## src/rtl/intc_pkg.sv

```systemverilog
package intc_pkg;

  localparam int N_SRC    = 64;
  localparam int LVL_W    = 8;
  localparam int IDX_W    = $clog2(N_SRC);
  localparam int VEC_W    = 8;
  localparam int DATA_W   = 32;
  localparam int ADDR_W   = 8;

  localparam int VEC_BASE     = 64;
  localparam int VEC_SPURIOUS = 24;

  localparam logic [ADDR_W-1:0] OFF_PEND_HI    = 8'h00;
  localparam logic [ADDR_W-1:0] OFF_PEND_LO    = 8'h04;
  localparam logic [ADDR_W-1:0] OFF_MASK_HI    = 8'h08;
  localparam logic [ADDR_W-1:0] OFF_MASK_LO    = 8'h0C;
  localparam logic [ADDR_W-1:0] OFF_FORCE_HI   = 8'h10;
  localparam logic [ADDR_W-1:0] OFF_FORCE_LO   = 8'h14;
  localparam logic [ADDR_W-1:0] OFF_CTL_BASE   = 8'h40;
  localparam logic [ADDR_W-1:0] OFF_ACK        = 8'hE0;
  localparam logic [ADDR_W-1:0] OFF_LACK_FIRST = 8'hE1;
  localparam logic [ADDR_W-1:0] OFF_LACK_LAST  = 8'hE7;

  // Tree node choice: take the upper (higher-index) child on a tie.
  function automatic logic pick_upper(input logic [LVL_W-1:0] lvl_lower,
                                      input logic [LVL_W-1:0] lvl_upper);
    return lvl_upper >= lvl_lower;
  endfunction

  // Vector number for a winner, or the spurious vector when none.
  function automatic logic [VEC_W-1:0] encode_vector(input logic found,
                                                     input logic [IDX_W-1:0] idx);
    if (found) return VEC_W'(idx) + VEC_W'(VEC_BASE);
    return VEC_W'(VEC_SPURIOUS);
  endfunction

  // Per-level acknowledge offsets are not served.
  function automatic logic is_level_ack(input logic [ADDR_W-1:0] addr);
    return (addr >= OFF_LACK_FIRST) && (addr <= OFF_LACK_LAST);
  endfunction

endpackage

```

## src/rtl/intc_pend.sv

```systemverilog
module intc_pend #(
  parameter int N = intc_pkg::N_SRC
) (
  input  logic         clk,
  input  logic         rst_n,
  input  logic [N-1:0] req,
  output logic [N-1:0] pend_q
);

  always_ff @(posedge clk) begin
    if (!rst_n) pend_q <= '0;
    else        pend_q <= req;
  end

  AST_PEND_FOLLOWS_REQ: assert property (@(posedge clk) disable iff (!rst_n)
    rst_n |=> pend_q == $past(req));

endmodule

```

## src/rtl/intc_regs.sv

```systemverilog
module intc_regs
  import intc_pkg::*;
#(
  parameter int N  = intc_pkg::N_SRC,
  parameter int LW = intc_pkg::LVL_W,
  parameter int DW = intc_pkg::DATA_W,
  parameter int AW = intc_pkg::ADDR_W,
  parameter int VW = intc_pkg::VEC_W
) (
  input  logic          clk,
  input  logic          rst_n,
  input  logic          wr,
  input  logic          rd,
  input  logic [AW-1:0] addr,
  input  logic [DW-1:0] wdata,
  input  logic [N-1:0]  pend,
  input  logic [VW-1:0] vector,
  output logic [N-1:0]  mask_q,
  output logic [N-1:0]  force_q,
  output logic [N-1:0]  en_q,
  output logic [N*LW-1:0] ctl_flat,
  output logic [DW-1:0] rdata,
  output logic          err_q
);

  localparam int HALF = N / 2;
  localparam int IW   = $clog2(N);

  logic [LW-1:0] ctl_q [N];
  logic [AW-1:0] ctl_off;
  logic [IW-1:0] ctl_sel;
  logic          ctl_hit;
  logic          wr_legal;
  logic          illegal_wr;
  logic          illegal_rd;
  logic          ctl_wr;
  logic          mask_hi_wr;
  logic          mask_lo_wr;
  logic          pend_wr;

  // Address decode
  assign ctl_off  = addr - OFF_CTL_BASE;
  assign ctl_sel  = ctl_off[IW-1:0];
  assign ctl_hit  = (addr >= OFF_CTL_BASE) && (ctl_off < AW'(N));

  assign mask_hi_wr = wr && (addr == OFF_MASK_HI);
  assign mask_lo_wr = wr && (addr == OFF_MASK_LO);
  assign pend_wr    = wr && ((addr == OFF_PEND_HI) || (addr == OFF_PEND_LO));
  assign ctl_wr     = wr && ctl_hit;

  assign wr_legal   = ctl_hit || (addr == OFF_MASK_HI) || (addr == OFF_MASK_LO) ||
                      (addr == OFF_PEND_HI) || (addr == OFF_PEND_LO);
  assign illegal_wr = wr && !wr_legal;
  assign illegal_rd = rd && is_level_ack(addr);

  // Mask halves
  always_ff @(posedge clk) begin
    if (!rst_n) begin
      mask_q <= '1;
    end else begin
      if (mask_hi_wr) mask_q[N-1:HALF] <= wdata[HALF-1:0];
      if (mask_lo_wr) mask_q[HALF-1:0] <= wdata[HALF-1:0];
    end
  end

  // Force word: readable, no write path
  always_ff @(posedge clk) begin
    if (!rst_n) force_q <= '0;
    else        force_q <= force_q;
  end

  // Control bytes and implied enables
  for (genvar i = 0; i < N; i++) begin : g_ctl
    always_ff @(posedge clk) begin
      if (!rst_n) begin
        ctl_q[i] <= '0;
        en_q[i]  <= 1'b0;
      end else if (ctl_wr && (ctl_sel == IW'(i))) begin
        ctl_q[i] <= wdata[LW-1:0];
        en_q[i]  <= |wdata[LW-1:0];
      end
    end
    assign ctl_flat[i*LW +: LW] = ctl_q[i];

    AST_EN_TRACKS_CTL: assert property (@(posedge clk) disable iff (!rst_n)
      en_q[i] == (ctl_q[i] != '0));
  end

  // Error pulse
  always_ff @(posedge clk) begin
    if (!rst_n) err_q <= 1'b0;
    else        err_q <= illegal_wr || illegal_rd;
  end

  // Read mux
  always_comb begin
    rdata = '0;
    if (rd) begin
      if (ctl_hit) begin
        rdata = DW'(ctl_q[ctl_sel]);
      end else begin
        case (addr)
          OFF_PEND_HI:  rdata = pend[N-1:HALF];
          OFF_PEND_LO:  rdata = pend[HALF-1:0];
          OFF_MASK_HI:  rdata = mask_q[N-1:HALF];
          OFF_MASK_LO:  rdata = mask_q[HALF-1:0];
          OFF_FORCE_HI: rdata = force_q[N-1:HALF];
          OFF_FORCE_LO: rdata = force_q[HALF-1:0];
          OFF_ACK:      rdata = DW'(vector);
          default:      rdata = '0;
        endcase
      end
    end
  end

  AST_MASK_LO_KEEPS_HI: assert property (@(posedge clk) disable iff (!rst_n)
    mask_lo_wr |=> mask_q[N-1:HALF] == $past(mask_q[N-1:HALF]));
  AST_MASK_HI_KEEPS_LO: assert property (@(posedge clk) disable iff (!rst_n)
    mask_hi_wr |=> mask_q[HALF-1:0] == $past(mask_q[HALF-1:0]));
  AST_ERR_AFTER_ILLEGAL: assert property (@(posedge clk) disable iff (!rst_n)
    (illegal_wr || illegal_rd) |=> err_q);
  AST_ILLEGAL_KEEPS_MASK: assert property (@(posedge clk) disable iff (!rst_n)
    illegal_wr |=> $stable(mask_q) && $stable(ctl_flat));
  AST_PEND_WRITE_QUIET: assert property (@(posedge clk) disable iff (!rst_n)
    (pend_wr && !rd) |=> !err_q);
  AST_FORCE_ZERO: assert property (@(posedge clk) disable iff (!rst_n)
    force_q == '0);

endmodule

```

## src/rtl/intc_resolve.sv

```systemverilog
module intc_resolve
  import intc_pkg::*;
#(
  parameter int N  = intc_pkg::N_SRC,
  parameter int LW = intc_pkg::LVL_W
) (
  input  logic [N-1:0]          active,
  input  logic [N*LW-1:0]       ctl_flat,
  output logic                  found,
  output logic [$clog2(N)-1:0]  win_idx,
  output logic [LW-1:0]         win_lvl
);

  localparam int IW    = $clog2(N);
  localparam int NODES = 2 * N - 1;

  // Heap-ordered tournament: node k has children 2k+1 (lower) and 2k+2 (upper).
  logic [LW-1:0] node_lvl [NODES];
  logic [IW-1:0] node_idx [NODES];

  for (genvar i = 0; i < N; i++) begin : g_leaf
    assign node_lvl[N-1+i] = active[i] ? ctl_flat[i*LW +: LW] : '0;
    assign node_idx[N-1+i] = IW'(i);
  end

  for (genvar k = 0; k < N - 1; k++) begin : g_node
    logic take_upper;
    assign take_upper  = pick_upper(node_lvl[2*k+1], node_lvl[2*k+2]);
    assign node_lvl[k] = take_upper ? node_lvl[2*k+2] : node_lvl[2*k+1];
    assign node_idx[k] = take_upper ? node_idx[2*k+2] : node_idx[2*k+1];
  end

  // An active source is enabled, so its byte is non-zero.
  assign found   = node_lvl[0] != '0;
  assign win_lvl = node_lvl[0];
  assign win_idx = node_idx[0];

endmodule

```

## src/rtl/intc_top.sv

```systemverilog
module intc_top
  import intc_pkg::*;
#(
  parameter int N  = intc_pkg::N_SRC,
  parameter int LW = intc_pkg::LVL_W,
  parameter int DW = intc_pkg::DATA_W,
  parameter int AW = intc_pkg::ADDR_W,
  parameter int VW = intc_pkg::VEC_W
) (
  input  logic          clk,
  input  logic          rst_n,
  input  logic [N-1:0]  irq_req,
  input  logic          bus_wr,
  input  logic          bus_rd,
  input  logic [AW-1:0] bus_addr,
  input  logic [DW-1:0] bus_wdata,
  output logic [DW-1:0] bus_rdata,
  output logic          bus_err,
  output logic [LW-1:0] irq_level,
  output logic [VW-1:0] irq_vector
);

  localparam int IW = $clog2(N);

  logic [N-1:0]    pend_q;
  logic [N-1:0]    mask_q;
  logic [N-1:0]    force_q;
  logic [N-1:0]    en_q;
  logic [N*LW-1:0] ctl_flat;
  logic [N-1:0]    active;
  logic            found;
  logic [IW-1:0]   win_idx;
  logic [LW-1:0]   win_lvl;
  logic [VW-1:0]   vec_off;
  logic [IW-1:0]   vec_src;

  intc_pend #(.N(N)) u_pend (
    .clk    (clk),
    .rst_n  (rst_n),
    .req    (irq_req),
    .pend_q (pend_q)
  );

  intc_regs #(.N(N), .LW(LW), .DW(DW), .AW(AW), .VW(VW)) u_regs (
    .clk      (clk),
    .rst_n    (rst_n),
    .wr       (bus_wr),
    .rd       (bus_rd),
    .addr     (bus_addr),
    .wdata    (bus_wdata),
    .pend     (pend_q),
    .vector   (irq_vector),
    .mask_q   (mask_q),
    .force_q  (force_q),
    .en_q     (en_q),
    .ctl_flat (ctl_flat),
    .rdata    (bus_rdata),
    .err_q    (bus_err)
  );

  assign active = (pend_q | force_q) & en_q & ~mask_q;

  intc_resolve #(.N(N), .LW(LW)) u_resolve (
    .active   (active),
    .ctl_flat (ctl_flat),
    .found    (found),
    .win_idx  (win_idx),
    .win_lvl  (win_lvl)
  );

  assign irq_level  = found ? win_lvl : '0;
  assign irq_vector = encode_vector(found, win_idx);

  // Source named by the vector, for the checks below
  assign vec_off = irq_vector - VW'(VEC_BASE);
  assign vec_src = vec_off[IW-1:0];

  AST_IDLE_SPURIOUS: assert property (@(posedge clk) disable iff (!rst_n)
    (active == '0) |-> (irq_vector == VW'(VEC_SPURIOUS)) && (irq_level == '0));
  AST_WINNER_ACTIVE: assert property (@(posedge clk) disable iff (!rst_n)
    (irq_level != '0) |-> active[vec_src]);
  AST_LEVEL_IS_CTL: assert property (@(posedge clk) disable iff (!rst_n)
    (irq_level != '0) |-> ctl_flat[vec_src*LW +: LW] == irq_level);

  for (genvar i = 0; i < N; i++) begin : g_chk
    AST_NO_HIGHER_ACTIVE: assert property (@(posedge clk) disable iff (!rst_n)
      active[i] |-> ctl_flat[i*LW +: LW] <= irq_level);
    AST_TIE_TO_UPPER: assert property (@(posedge clk) disable iff (!rst_n)
      (active[i] && (ctl_flat[i*LW +: LW] == irq_level)) |-> IW'(i) <= vec_src);
  end

endmodule

```

## config.mk

```make
export PLATFORM = sky130hd
export DESIGN_NAME = intc_top
export DESIGN_NICKNAME = d
export VERILOG_FILES = /design/src/rtl/intc_pkg.sv /design/src/rtl/intc_pend.sv /design/src/rtl/intc_regs.sv /design/src/rtl/intc_resolve.sv /design/src/rtl/intc_top.sv
export SDC_FILE = /design/constraint.sdc
export NUM_CORES = 2
export LEC_CHECK = 0
export BUFFER_PORTS_ARGS = -buffer_cell sky130_fd_sc_hd__buf_2
export CAP_MARGIN = 40
export CORE_ASPECT_RATIO = 1.2
export CORE_UTILIZATION = 35
export CTS_BUF_LIST = sky130_fd_sc_hd__clkbuf_8
export DETAILED_ROUTE_END_ITERATION = 12
export GPL_TIMING_DRIVEN = 0
export PLACE_DENSITY = 0.64
export SLEW_MARGIN = 20
export SYNTH_ARGS = -nofsm -noshare
export SYNTH_HDL_FRONTEND = slang
export SYNTH_SLANG_ARGS = --single-unit
export TNS_END_PERCENT = 50
```

## constraint.sdc

```tcl
create_clock -name clk -period 14.9 [get_ports clk]
set_input_delay 1.49 -clock clk [delete_from_list [all_inputs] [get_ports clk]]
set_output_delay 1.49 -clock clk [all_outputs]
set_load 0.03 [all_outputs]
```

Word level (Yosys, flattened, before mapping)

Memory sizes are Yosys's and may differ from the RTL's.
Cells that the tools add are included.

Bits in registers: 193
Memory bits (writable): 512
Input bits: 108
Word-level logic and storage cells: 807
Memories: 1

$add $sub $neg: 2
Order comparisons: 67
Equal/unequal tests: 67
Mux-type cells: 454
Bitwise operators: 67
Reduce and logical (&&, ||, !) cells: 81

Memories:

| memory       | depth | width | rd ports | clocked after memory_dff | write ports | RTL line        | source |
|---|---|---|---|---|---|---|---|
| u_regs.ctl_q | 64    | 8     | 65       | 0                        | 64          | intc_regs.sv:29 | `logic [LW-1:0] ctl_q [N];` |

Operators with widths:

| kind                                                                                | count |
|---|---|
| 8-bit two-way mux                                                                   | 194 |
| 8-bit greater-or-equal comparator                                                   | 63 |
| 1-bit two-way mux                                                                   | 226 |
| 6-bit == test, second input constant                                                | 32 |
| 32-bit one-hot mux with 5 select lines                                              | 1 |
| 64-bit AND                                                                          | 2 |
| 6-bit by 5-bit == test with 1-bit output, second input constant                     | 16 |
| 1-bit logical AND                                                                   | 71 |
| 32-bit two-way mux                                                                  | 2 |
| 64-bit NOT                                                                          | 1 |
| 1-bit OR                                                                            | 64 |
| 6-bit by 4-bit == test with 1-bit output, second input constant                     | 8 |
| 2-bit two-way mux                                                                   | 16 |
| 6-bit by 3-bit == test with 1-bit output, second input constant                     | 4 |
| 3-bit two-way mux                                                                   | 8 |
| 8-bit by 4-bit == test with 1-bit output, second input constant                     | 2 |
| 4-bit two-way mux                                                                   | 4 |
| 6-bit by 2-bit == test with 1-bit output, second input constant                     | 2 |
| 5-bit two-way mux                                                                   | 2 |
| 6-bit by 7-bit adder with 8-bit output, second input constant                       | 1 |
| 8-bit by 3-bit == test with 1-bit output, second input constant                     | 1 |
| 8-bit == test, second input constant                                                | 1 |
| 8-bit by 7-bit greater-or-equal comparator with 1-bit output, second input constant | 1 |
| 8-bit greater-or-equal comparator, second input constant                            | 1 |
| 11 further kinds                                                                    | 15 |

Depth between registers and ports, before layout

Depth in word-level cells: 21
Depth in mapped cells: 80
Gate-level depth less buffers: 73

By module

From an unflattened synthesis, not the netlist that was laid out.

Cells, all modules: 5,789
Area total of the unflattened synthesis: 53,395.0 um^2

Modules (own cells, without submodules):

| module       | times used | cells each | area each (um^2) |
|---|---|---|---|
| intc_regs    | 1          | 2,420      | 30,161.4 |
| intc_resolve | 1          | 3,089      | 20,593.5 |
| intc_pend    | 1          | 134        | 1,791.7 |
| intc_top     | 1          | 146        | 848.3 |

Worst setup path before layout

No wires, ideal clock.

Path type: reg-to-output
Start point: reg u_regs.mask_q[25]
End point: out bus_rdata[0]
Data arrival time: 13.509 ns
Slack: -0.099 ns
Stages on the path, launching flop included: 65
Cells stage by stage: dfxtp_1 > and3b_1 > clkbuf_1 > and2_1 > clkbuf_1 > ha_1 > a21oi_1 > o21ai_0 > a21oi_1 > o21ai_1 > clkbuf_1 > nand2_1 > o21a_1 > ha_1 > and4_1 > o21ai_0 > or4_1 > o31a_1 > [... 29 more ...] > nor2_2 > buf_4 > o21ai_0 > ha_1 > nand2b_1 > a21oi_1 > nor2b_1 > o21ai_0 > nand2b_1 > a21oi_1 > nor2b_1 > o21ai_0 > nand2b_1 > a21oi_1 > mux2i_1 > nand4bb_1 > nor4_4 > o311ai_1

Longest elaborated chain between the ends: 21

Ends and longest elaborated chain:

| what                                                                                | RTL line                               | source |
|---|---|---|
| from (decl)                                                                         | intc_regs.sv:18                        | `output logic [N-1:0] mask_q,` |
| from (signal, indexed assignment)                                                   | intc_regs.sv:61                        | `if (mask_hi_wr) mask_q[N-1:HALF] <= wdata[HALF-1:0];` |
| from (signal, indexed assignment)                                                   | intc_regs.sv:62                        | `if (mask_lo_wr) mask_q[HALF-1:0] <= wdata[HALF-1:0];` |
| 64-bit NOT (*)                                                                      | intc_top.sv:61                         | `assign active = (pend_q \| force_q) & en_q & ~mask_q;` |
| 64-bit AND (*)                                                                      | intc_top.sv:61                         |  |
| 8-bit two-way mux (*)                                                               | intc_resolve.sv:22                     | `assign node_lvl[N-1+i] = active[i] ? ctl_flat[i*LW +: LW] : '0;` |
| 8-bit greater-or-equal comparator                                                   | intc_pkg.sv:27                         | `return lvl_upper >= lvl_lower;` |
| 8-bit two-way mux                                                                   | intc_resolve.sv:29                     | `assign node_lvl[k] = take_upper ? node_lvl[2*k+2] : node_lvl[2*k+1];` |
| 8-bit greater-or-equal comparator                                                   | intc_pkg.sv:27                         |  |
| 8-bit two-way mux                                                                   | intc_resolve.sv:29                     |  |
| 8-bit greater-or-equal comparator                                                   | intc_pkg.sv:27                         |  |
| [... 5 more ...]                                                                    | -                                      |  |
| 8-bit greater-or-equal comparator                                                   | intc_pkg.sv:27                         |  |
| 6-bit two-way mux / 8-bit two-way mux (equally long branches)                       | intc_resolve.sv:30, intc_resolve.sv:29 |  |
| 6-bit by 7-bit adder with 8-bit output / 8-bit nonzero test (equally long branches) | intc_pkg.sv:33, intc_resolve.sv:34     |  |
| 8-bit two-way mux / 1-bit two-way mux (equally long branches)                       | intc_pkg.sv:33                         | `if (found) return VEC_W'(idx) + VEC_W'(VEC_BASE);` |
| 8-bit two-way mux (*)                                                               | intc_pkg.sv:34                         | `return VEC_W'(VEC_SPURIOUS);` |
| 32-bit one-hot mux with 5 select lines (*)                                          | intc_regs.sv:102                       | `case (addr)` |
| 32-bit two-way mux (*)                                                              | intc_regs.sv:99                        | `if (ctl_hit) begin` |
| 32-bit two-way mux (*)                                                              | intc_regs.sv:98                        | `if (rd) begin` |
| to (decl)                                                                           | intc_top.sv:17                         | `output logic [DW-1:0] bus_rdata,` |

Mark *: on every way between the ends. The rest lies on a longest branch, timed or not. The select of a mux whose other input is x is not followed.

Worst setup path in the final report

Start point: reg u_pend.pend_q[26]
End point: out bus_rdata[3]

Longest elaborated chain between the ends: 21

Ends and longest elaborated chain:

| what                                       | RTL line           | source |
|---|---|---|
| from (decl)                                | intc_pend.sv:7     | `output logic [N-1:0] pend_q` |
| from (signal assigned)                     | intc_pend.sv:12    | `else pend_q <= req;` |
| 64-bit AND (*) (2 in a row)                | intc_top.sv:61     |  |
| 8-bit two-way mux (*)                      | intc_resolve.sv:22 |  |
| 8-bit greater-or-equal comparator          | intc_pkg.sv:27     |  |
| 8-bit two-way mux (*)                      | intc_resolve.sv:29 |  |
| 8-bit greater-or-equal comparator          | intc_pkg.sv:27     |  |
| 8-bit two-way mux (*)                      | intc_resolve.sv:29 |  |
| 8-bit greater-or-equal comparator          | intc_pkg.sv:27     |  |
| 8-bit two-way mux (*)                      | intc_resolve.sv:29 |  |
| [... 5 more ...]                           | -                  |  |
| 8-bit two-way mux (*)                      | intc_resolve.sv:29 |  |
| 8-bit nonzero test (*)                     | intc_resolve.sv:34 | `assign found = node_lvl[0] != '0;` |
| via found                                  | intc_top.sv:31     | `logic found;` |
| 1-bit two-way mux (*)                      | intc_pkg.sv:33     |  |
| 8-bit two-way mux (*)                      | intc_pkg.sv:34     |  |
| 32-bit one-hot mux with 5 select lines (*) | intc_regs.sv:102   |  |
| 32-bit two-way mux (*)                     | intc_regs.sv:99    |  |
| 32-bit two-way mux (*)                     | intc_regs.sv:98    |  |

Mark *: on every way through the listed nets, which the timed path passes. The rest lies on a longest branch. The select of a mux whose other input is x is not followed.

==> impl_metrics.yaml <==
drt:
  ant_nets: 0
  drt_wl_total_um: 242000
  avgViaCountPerCell: 5.95
  drc: 0
  routedWlPerCell_um: 29.1
  drtIter0Drc: 6239
  firstDrtPassIters: 6
  vias: 49600
critical_path:
  end_kind: "output port"
  cp_slowest_cell: "mux2i_4"
  timing.rr.start: "u_regs.mask_q[0]$_SDFFE_PN1P_"
  critPathLaunch: "u_pend.pend_q[26]$_SDFF_PN0_"
  crit_path_max_fanout: 6
  slowest_delay_ns: 0.54
  cp.arrival_ns: 13.58
  r2r_slack_ns: 14.01
  worst_path_most_repeated_cell: "buf_4"
  r2r_end: "u_regs.mask_q[0]$_SDFFE_PN1P_"
  cp.required_ns: 13.41
  ff2ff_path_depth: 2
  crit_path_end: "bus_rdata[3]"
  cp-start-kind: "register"
  critPathKind: "reg2out"
outcome:
  violations: "setup timing"
  outcome: "finished, violations left"
yosys:
  yosys.area.top_type: "edfxtp_1"
  synth_edf_count: 512
  mappedNetlistArea_um2: 52000
  syn_inst: 5549
  yosys-top-cells-area: "edfxtp_1, ha_1, dfxtp_1"
  synthFlopType: "edfxtp_1"
  yosysWarnings: 0
  ys_types: 105
  ys_ff_latch: 705
  synth_seq_area_share_pct: 37.0
  synthArstFlopShare_pct: 0
  syn-num-nets: 6105
  synth_top_area_share_pct: 29.6
  syn_area_per_cell_um2: 9.37
floorplan:
  initial_utilization_pct: 35.3
  die_area_um2: 150000
  die_x_um: 354
  rows: 154
  die_h_um: 424
  io-pin-count: 157
  core-area_um2: 147000
sta:
  finalSetupViolations: 8
  hold_violations: 0
  fin_skew_ns: 0
  fin_crit_ns: 15.07
  setup_tns_ns: -0.550
  relSlewSlack_pct: 27.7
  setup_ws_ns: -0.173
  drv_slew: 0
  worstMarginPinSlew_ns: 1.07
  rsz0062_at_grt: "yes"
  fmaxAchievable_ghz: 0.0663
  fin_crit_sh_pct: 101
clock_tree:
  cts_buffer_depth: 3
  cts_buffers: 114
  path_clk_slew_ns: 0.07
  cts_sinks: 705
  cts_tree: "yes"
  clk_latency_ns: 0.83
  htree_levels: 3
  cts_root_buf: "clkbuf_8"
finish:
  nFillCells: 14200
  nets: 6821
  finish.utilization_pct: 44.4
  drive_gt1_share_pct: 25.8
  syn2layout_area_growth_pct: 25.7
global_routing:
  grt_pass1_wl_um: 332000
  grt_pass1_vias: 47300
  grt_use_total_pct: 30.9
  grt_max_degree: 18
  antenna_found_initial: 24
  gr-total-overflow: 0
placement:
  io_buffer_count: 150
  gp_congestion: 1.05
  dp_hpwl_um: 191000
hold_path:
  hold_class: "reg2reg"
  holdPathStages: 2
power_and_ir_drop:
  power.total_w: 0.00452
  p_per_area_nw_per_um2: 69.2
  p_leak_nw: 26.8
  ir_worst_vdd_mv: 0.0676
run:
  maxCapViolCount: 0
==> cells by family after synthesis <==
group                      after synthesis  synth area share [%]
DFF                                    705                  37.0
and+or+nand+nor                       2259                  22.1
adders and majority gates              462                  11.1
other                                    1               0.00721
muxes                                  333                  10.6
AOI/OAI and AO/OA                     1159                  14.7
buffers and inverters                  630                  4.61
==> flip-flops by register name, summed over array words and instances, names as in the netlist <==
| name | count |
|---|---|
| u_regs.en_q | 64 |
| u_pend.pend_q | 64 |
| u_regs.err_q | 1 |
| u_regs.ctl_q | 512 |
| u_regs.mask_q | 64 |
==> where the power goes <==
| group | total, W | leakage, nW | internal (W) | switching [W] |
|---|---|---|---|---|
| Combinational | 0.000435 | 19.1 | 0.000149 | 0.000285 |
| Sequential | 0.00227 | 6.45 | 0.00218 | 0.0000883 |
| Clock | 0.00182 | 1.33 | 0.000942 | 0.000875 |
| Total | 0.00452 | 26.8 | 0.00328 | 0.00125 |
==> worst min-delay path by stage <==
stage                                        end                          from
finish              u_regs.en_q[11]$_SDFFE_PN0P_  u_regs.en_q[11]$_SDFFE_PN0P_
floorplan           u_regs.en_q[40]$_SDFFE_PN0P_  u_regs.en_q[40]$_SDFFE_PN0P_
global placement     u_regs.en_q[9]$_SDFFE_PN0P_   u_regs.en_q[9]$_SDFFE_PN0P_
CTS                 u_regs.en_q[11]$_SDFFE_PN0P_  u_regs.en_q[11]$_SDFFE_PN0P_
global route        u_regs.en_q[32]$_SDFFE_PN0P_  u_regs.en_q[32]$_SDFFE_PN0P_
detailed placement  u_regs.en_q[32]$_SDFFE_PN0P_  u_regs.en_q[32]$_SDFFE_PN0P_
==> worst max-delay path: cells and delay by family (launching register included) <==
kind | cells | cell delay, ns
AO/OA/AOI/OAI | 27 | 4.85
adder cells (fa/ha/maj) | 6 | 1.60
buffers and inverters | 16 | 2.35
flip-flops | 1 | 0.34
multiplexers | 3 | 1.15
AND/OR/NAND/NOR | 20 | 2.47
==> synthesized netlist by cell type (18+ instances only) <==
cell        n
mux2i_1   108
o21ai_0   294
a21o_1     72
and3b_1    22
dfxtp_1   193
nand2_1   751
and2_1    598
a31oi_1    74
buf_1      23
a22oi_1    61
nand2b_1   65
mux4_2    168
mux2_2     55
clkbuf_1  277
o32ai_1    68
o211ai_1   30
o31ai_1    18
nand4_1    23
edfxtp_1  512
a21oi_1   268
and3_1    171
nor3_1     27
nor3b_1    19
o21a_1     62
inv_1     313
ha_1      448
nand3_1   152
nor2_1    296
nor2b_1    67
a211oi_1   25
==> cell type report <==
type | count | area, um2 | share of cell area, %
plain buffers | 294 | 1700 | 2.59
repair buffers | 618 | 4980 | 7.62
clock inverters | 86 | 662 | 1.01
multi-input cells | 4216 | 33300 | 51.0
diodes | 15 | 37.5 | 0.0574
clock buffers | 126 | 1730 | 2.65
repair inverters | 1 | 5.00 | 0.00765
flip-flops and latches | 705 | 19300 | 29.5
well taps | 1950 | 2440 | 3.73
inverters | 315 | 1190 | 1.82
==> metal layers <==
layer / part of all wire [%] / up-vias / track usage, %
met4: 10 / 22 / 26.4
met3: 11 / 919 / 8.04
met1: 35 / 23800 / 35.3
met2: 44 / 3196 / 48.0
li1: - / 21700 / -
met5: 0.055 / - / 0
==> cells in the final DEF, fill, tap and decap left out, drive strengths merged, types with 23 or more instances in the layout <==
master	Yosys	routed
nand2	751	751
buf	38	656
and2	600	600
edfxtp	512	512
ha	448	448
clkbuf	277	382
inv	314	351
o21ai	306	306
nor2	299	300
a21oi	270	270
dfxtp	193	193
and3	171	171
mux4	168	168
nand3	152	152
mux2i	108	108
a31oi	77	77
a21o	72	72
o32ai	69	69
nor2b	67	67
nand2b	65	65
o21a	62	62
a22oi	61	61
mux2	57	57
clkinv	1	37
o211ai	31	31
nor3	28	28
a211oi	28	28
nand4	23	23
==> through the flow <==
| stage | std cells | hold WS [ns] | worst slack (ns) | instance area, um2 |
|---|---|---|---|---|
| 2_1_floorplan | 5549 | 0.430 | -0.0927 | 52000 |
| 3_3_place_gp | 7649 | 0.438 | -4.94 | 55200 |
| 3_5_place_dp | 7761 | 0.446 | -4.53 | 56500 |
| 4_1_cts | 8174 | 0.455 | 0.00740 | 62900 |
| 5_1_grt | 8313 | 0.475 | -0.724 | 65400 |
| 6_report | 8326 | 0.457 | -0.173 | 65400 |
==> timing repair <==
| item | in CTS | in global routing |
|---|---|---|
| resized for setup | 616 | 339 |
| pin swaps | 117 | 171 |
| hold buffers | 0 | 0 |
| buffers inserted | 218 | 111 |
| cloned | 4 | 6 |
| endpoints found under the setup margin | 22 | 18 |
Note: power is estimated with default switching activity, not from simulation.
